`src/rtl/valve_sel_pkg.sv`:
```
package valve_sel_pkg;

    localparam int PHASE_W = 3;
    localparam int CMD_W   = 2;

    localparam logic [PHASE_W-1:0] PHASE_GROUND = 3'b000;
    localparam logic [PHASE_W-1:0] PHASE_LOW    = 3'b001;
    localparam logic [PHASE_W-1:0] PHASE_HIGH   = 3'b010;

    typedef enum logic [CMD_W-1:0] {
        CMD_CLOSED = 2'b00,
        CMD_START  = 2'b01,
        CMD_THR_DN = 2'b10,
        CMD_THR_UP = 2'b11
    } cmd_e;

    typedef enum logic [1:0] {
        CLS_GROUND,
        CLS_LOW,
        CLS_HIGH,
        CLS_UNKNOWN
    } phase_class_e;

    typedef struct packed {
        phase_class_e cls;
        logic         unknown;
    } phase_info_t;

    function automatic phase_info_t classify(input logic [PHASE_W-1:0] code);
        phase_info_t info;
        case (code)
            PHASE_GROUND: info = '{cls: CLS_GROUND,  unknown: 1'b0};
            PHASE_LOW:    info = '{cls: CLS_LOW,     unknown: 1'b0};
            PHASE_HIGH:   info = '{cls: CLS_HIGH,    unknown: 1'b0};
            default:      info = '{cls: CLS_UNKNOWN, unknown: 1'b1};
        endcase
        return info;
    endfunction

endpackage

```
`src/rtl/phase_decode.sv`:
```
module phase_decode
    import valve_sel_pkg::*;
(
    input  logic [PHASE_W-1:0] phase_code,
    output phase_info_t        info
);
    always_comb begin
        info = classify(phase_code);
    end
endmodule

```
`src/rtl/cmd_select.sv`:
```
module cmd_select
    import valve_sel_pkg::*;
#(
    parameter int CNT_W      = 8,
    parameter int START_MARK = 4
) (
    input  phase_info_t      info,
    input  logic [CNT_W-1:0] countdown,
    input  cmd_e             cur_cmd,
    output cmd_e             nxt_cmd
);
    localparam logic [CNT_W-1:0] MARK = CNT_W'(START_MARK);

    always_comb begin
        case (info.cls)
            CLS_GROUND: begin
                if (countdown == MARK) nxt_cmd = CMD_START;
                else                   nxt_cmd = CMD_CLOSED;
            end
            CLS_LOW:  nxt_cmd = CMD_THR_DN;
            CLS_HIGH: nxt_cmd = CMD_THR_UP;
            default:  nxt_cmd = cur_cmd;
        endcase
    end
endmodule

```
`src/rtl/cmd_reg.sv`:
```
module cmd_reg
    import valve_sel_pkg::*;
(
    input  logic clk,
    input  logic rst,
    input  cmd_e nxt_cmd,
    input  logic unknown,
    output cmd_e cmd_q,
    output logic fault_q
);
    logic in_fault_q;

    always_ff @(posedge clk) begin
        if (rst) begin
            cmd_q      <= CMD_CLOSED;
            fault_q    <= 1'b0;
            in_fault_q <= 1'b0;
        end else begin
            cmd_q      <= nxt_cmd;
            fault_q    <= unknown & ~in_fault_q;
            in_fault_q <= unknown;
        end
    end
endmodule

```
`src/rtl/valve_phase_selector.sv`:
```
module valve_phase_selector
    import valve_sel_pkg::*;
#(
    parameter int CNT_W      = 8,
    parameter int START_MARK = 4
) (
    input  logic                clk,
    input  logic                rst,
    input  logic [2:0]          phase_code,
    input  logic [CNT_W-1:0]    countdown,
    output logic [1:0]          valve_cmd,
    output logic                phase_fault
);
    phase_info_t info;
    cmd_e        cmd_q;
    cmd_e        nxt_cmd;
    logic        fault_q;

    phase_decode u_decode (
        .phase_code (phase_code),
        .info       (info)
    );

    cmd_select #(
        .CNT_W      (CNT_W),
        .START_MARK (START_MARK)
    ) u_select (
        .info      (info),
        .countdown (countdown),
        .cur_cmd   (cmd_q),
        .nxt_cmd   (nxt_cmd)
    );

    cmd_reg u_reg (
        .clk     (clk),
        .rst     (rst),
        .nxt_cmd (nxt_cmd),
        .unknown (info.unknown),
        .cmd_q   (cmd_q),
        .fault_q (fault_q)
    );

    assign valve_cmd   = cmd_q;
    assign phase_fault = fault_q;
endmodule

```
`config.mk`:
```
export PLATFORM = sky130hd
export DESIGN_NAME = valve_phase_selector
export DESIGN_NICKNAME = d
export VERILOG_FILES = /design/src/rtl/valve_sel_pkg.sv /design/src/rtl/phase_decode.sv /design/src/rtl/cmd_select.sv /design/src/rtl/cmd_reg.sv /design/src/rtl/valve_phase_selector.sv
export SDC_FILE = /design/constraint.sdc
export NUM_CORES = 1
export LEC_CHECK = 0
export BUFFER_PORTS_ARGS = -buffer_cell sky130_fd_sc_hd__buf_2
export CAP_MARGIN = 20
export CORE_AREA = 3 3 40 42
export CTS_BUF_LIST = sky130_fd_sc_hd__clkbuf_2 sky130_fd_sc_hd__clkbuf_4 sky130_fd_sc_hd__clkbuf_8
export DETAILED_ROUTE_END_ITERATION = 16
export DIE_AREA = 0 0 43 45
export PLACE_DENSITY_LB_ADDON = 0.25
export RECOVER_POWER = 100
export SLEW_MARGIN = 10
export SYNTH_ARGS = -nofsm -noshare
export SYNTH_HDL_FRONTEND = slang
export SYNTH_HIERARCHICAL = 1
export SYNTH_SLANG_ARGS = --single-unit
```
`constraint.sdc`:
```
create_clock -name clk -period 1.05 [get_ports clk]
set_input_delay 0.0525 -clock clk [delete_from_list [all_inputs] [get_ports clk]]
set_output_delay 0.0525 -clock clk [all_outputs]
set_load 0.03 [all_outputs]
```
**Word level (Yosys, flattened, before mapping)**

Cells that the tools add are included.

- Register bits after elaboration: 4
- Bits of input ports: 13

- Bitwise logic cells: 2
- Mux-type cells: 3
- Equal/unequal tests: 5
- Reduce and logical (&&, ||, !) cells: 3

Operators by type and width:

| cell | number |
|---|---|
| $pmux W3 S3 | 1 |
| $eq A8 B3 Y1 const B | 1 |
| $pmux W2 S3 | 1 |
| $eq A3 B1 Y1 const B | 1 |
| $eq A3 B2 Y1 const B | 1 |
| $logic_not A3 Y1 | 1 |
| $reduce_bool A3 Y1 | 1 |
| $eq A2 B1 Y1 const B | 1 |
| $eq A2 B2 Y1 const B | 1 |
| $logic_not A2 Y1 | 1 |
| $and A1 B1 Y1 | 1 |
| $mux W1 | 1 |
| $not A1 Y1 | 1 |

**Logic depth before layout (Yosys ltp)**

- Depth after elaboration: 4
- Mapped depth: 7
- Mapped depth without buffers: 7

**By module**

Netlist, hierarchy kept.

Modules (own cells, without submodules):

| module | sequential area each (um2) | times used | area an instance (um2) | cells an instance |
|---|---|---|---|---|
| cmd_reg | 80.1 | 1 | 111.4 | 8 |
| cmd_select | 0.0 | 1 | 100.1 | 12 |
| phase_decode | 0.0 | 1 | 21.3 | 3 |

**Least setup slack after synthesis**

OpenSTA, ideal clock, no wires.

- Kind: input to register
- From: in phase_code[2]
- To: reg u_reg.cmd_q[1]
- Buffers on the path: 0
- Stages on the path: 5
- Slack: 0.006 ns
- Arrival: 0.931 ns
- Data required time: 0.936 ns
- Cell sequence: or2_1 > inv_1 > ha_1 > mux2_2 > nor2b_1

- Word-level cells in the longest chain between the ends: 4

Ends and longest elaborated chain:

| element | line | text |
|---|---|---|
| from (decl) | valve_phase_selector.sv:9 | `input logic [2:0] phase_code,` |
| $eq A3 B2 Y1 (tied with other cells) | valve_sel_pkg.sv:31 | `case (code)` |
| $pmux W3 S3 (*) | valve_sel_pkg.sv:31 |  |
| $eq A2 B2 Y1 (tied with other cells) | cmd_select.sv:15 | `case (info.cls)` |
| $pmux W2 S3 (*) | cmd_select.sv:15 |  |
| named net nxt_cmd[1] | valve_phase_selector.sv:16 | `cmd_e nxt_cmd;` |
| to (signal assigned) | cmd_reg.sv:19 | `cmd_q <= nxt_cmd;` |
| to (decl) | cmd_reg.sv:8 | `output cmd_e cmd_q,` |

The timed path passes the listed nets; every way through them passes the cells marked *.
A chain may end at the register's enable or synchronous reset.

==> results.yml <==
outcome:
  status: "finished clean"
pwr:
  clkPwrFrac_pct: 40.2
  switching_share_pct: 24.9
  power.switching_mw: 0.115
  seq_power_share_pct: 36.3
  ir_drop_v: 0.000724
  comb_power_share_pct: 23.5
  total_power_mw: 0.461
  intPower_mw: 0.346
  p_leak_nw: 0.180
  power.density_nw_per_um2: 1170
placement:
  gp_congestion: 0.635
  dp_hpwl_um: 382
  portBuffers: 15
synth:
  synth.mux.area_fraction_pct: 4.84
  synth_largest_area_cell: "dfxtp_1"
  synthCells: 23
  synth-xor-area-share_pct: 0
  synth_top_family_by_area: "simple AND/OR/NAND/NOR gates"
  yosys_register_bits: 4
  yosys_warnings: 6
  synth_cell_types: 12
  yosysTopAreaCellShare_pct: 34.4
  synth_compound_gate_area_share_pct: 9.68
  syn_area_um2: 233
  synth.top_cells.by_area: "dfxtp_1, ha_1, nor2b_1"
  synth_nets: 39
  yosys.area_share.simple_pct: 30.1
  synth_seq_area_share_pct: 34.4
  synth_fa_ha_area_share_pct: 16.1
  syn_area_per_cell_um2: 10.1
sta:
  skew_ps: 0.00903
  finalHoldViolCount: 0
  final_max_slew_viol_count: 0
  fin_crit_sh_pct: 94.8
  setup_viol: 0
  tightest_slew_ps: 370
  slew_headroom_pct: 75.5
  holdWs_ps: 24.5
  fmax_ghz: 1.01
  period_needed_ps: 995
worst_setup_path:
  cp-start-kind: "input pin"
  r2r_slack_ps: 270
  reg2reg_to: "u_reg/cmd_q[1]$_SDFF_PP0_"
  critical_path_arrival_ps: 1170
  r2r_start: "u_reg/cmd_q[1]$_SDFF_PP0_"
  worstSetupEndpointType: "flop"
  cp-startpoint: "phase_code[0]"
  rr_worst_depth: 2
  crit_end: "u_reg/cmd_q[0]$_SDFF_PP0_"
  required_ps: 1220
  crit_type: "input pin to flop"
  crit_fanout: 2
clock_network:
  clock_path_buffers: 2
  cts-hold-fix-buffers: 0
  numCtsBuffers: 3
  cts_tree: "done"
  clk_pin_slew_ps: 40
  clk_latency_ps: 230
  htreeDepth: 1
  cts_root_buf: "clkbuf_4"
  cts.sinks: 4
finish:
  multiInputGateArea_um2: 166
  final_core_util_pct: 30.7
  antenna_cells: 0
  nets: 62
  drive_gt1_share_pct: 56.8
  final-seq-area_um2: 80.1
  fillCellCount: 141
  syn_to_final_growth_pct: 69.4
global_route:
  overflow: 0
  grt_start_max_net_pins: 5
  track_usage_pct: 5.67
  antenna_found_initial: 0
  grt_pass1_wl_um: 779
  grt_pass1_vias: 213
die:
  die-area_um2: 1940
  ioPinCount: 16
  die_x_um: 43
  rows: 13
  start_util_pct: 18.1
  core_area_um2: 1280
  die_y_um: 45
routing:
  dr.first_iter.drc_count: 1
  drc: 0
  wl_per_cell_um: 8.61
  vias: 233
  routed_wl_um: 508
  viasPerCell: 3.95
  firstDrtPassIters: 2
  final_antenna_net_count: 0
run:
  cap_violations: 0
min_path:
  min_path_type: "input pin to flop"
-- per-layer routing --
metal	up-vias	GRT usage (%)	wire, um
met1	100	5.31	211
li1	119	-	-
met3	0	5.18	79
met5	-	0	0
met4	0	1.81	0
met2	14	8.98	217
-- logic make-up after synthesis --
| kind of cell | count (synthesis) |
|---|---|
| buffers and inverters | 3 |
| DFF | 4 |
| adders and majority gates | 3 |
| muxes | 1 |
| AOI/OAI and AO/OA | 3 |
| and+or+nand+nor | 9 |
-- cells in the final DEF, fill, tap and decap left out, drive strengths merged --
master	Yosys	final
buf	0	14
clkbuf	0	7
nor2b	4	4
dfxtp	4	4
ha	3	3
inv	3	3
or2	2	2
a21o	1	1
nor3b	1	1
nor4b	1	1
nor3	1	1
a311oi	1	1
a21oi	1	1
mux2	1	1
-- what timing repair did --
| item | CTS | global route |
|---|---|---|
| resized for setup | 0 | 8 |
| setup buffers | 0 | 1 |
| setup endpoints to repair | 0 | 1 |
-- sequential cells by signal (all words and copies together) (netlist names) --
name and count:
u_reg/cmd_q 2, u_reg/fault_q 1, u_reg/in_fault_q 1
-- cells in the mapped netlist --
master and number:
ha_1 3, or2_1 2, nor2b_1 4, nor3b_2 1
nor4b_2 1, a311oi_1 1, dfxtp_1 4, a21o_2 1
mux2_2 1, inv_1 3, a21oi_1 1, nor3_1 1
-- power by group through the flow --
stage / sequential [mW] / combinational, mW / clock [mW]
after global routing: 0.168 / 0.119 / 0.207
final: 0.168 / 0.108 / 0.185
after floorplan: 0.187 / 0.0348 / 0
after CTS: 0.168 / 0.0982 / 0.193
after detailed placement: 0.170 / 0.0969 / 0
after global placement: 0.170 / 0.0978 / 0
-- through the flow --
stage	instance area, um^2	std cells	setup WS, ps	TNS [ps]
floorplan	233	23	5.64	0
global route	394	59	-0.163	-0.163
global placement	342	55	-218	-362
finish	394	59	55.1	0
CTS	364	58	26.4	0
detailed placement	342	55	-190	-328
-- worst max-delay path, cell delays in order --
cell and delay [ps]:
buf_2 100, or2_1 250, inv_2 80, ha_4 120
nor4b_4 190, a311oi_2 130, a21oi_1 120, nor2b_1 130
-- worst min path at each step --
stage / start / to / slack [ps] / depth (start not counted)
2_1_floorplan: rst / u_reg/fault_q$_SDFF_PP0_ / 120 / 1
3_3_place_gp: rst / u_reg/cmd_q[1]$_SDFF_PP0_ / 270 / 2
3_5_place_dp: rst / u_reg/fault_q$_SDFF_PP0_ / 280 / 2
4_1_cts: rst / u_reg/cmd_q[1]$_SDFF_PP0_ / 30 / 2
5_1_grt: rst / u_reg/cmd_q[0]$_SDFF_PP0_ / 20 / 2
6_report: rst / u_reg/cmd_q[0]$_SDFF_PP0_ / 20 / 2
-- final cells by class --
class                   count  share of cell area [%]
inverters                   3                    3.49
multi-input cells          16                    42.2
clock buffers               3                    5.71
well taps                  15                    4.76
flip-flops and latches      4                    20.3
repair buffers             18                    23.5
No activity file was read; power rests on OpenSTA's default activity.
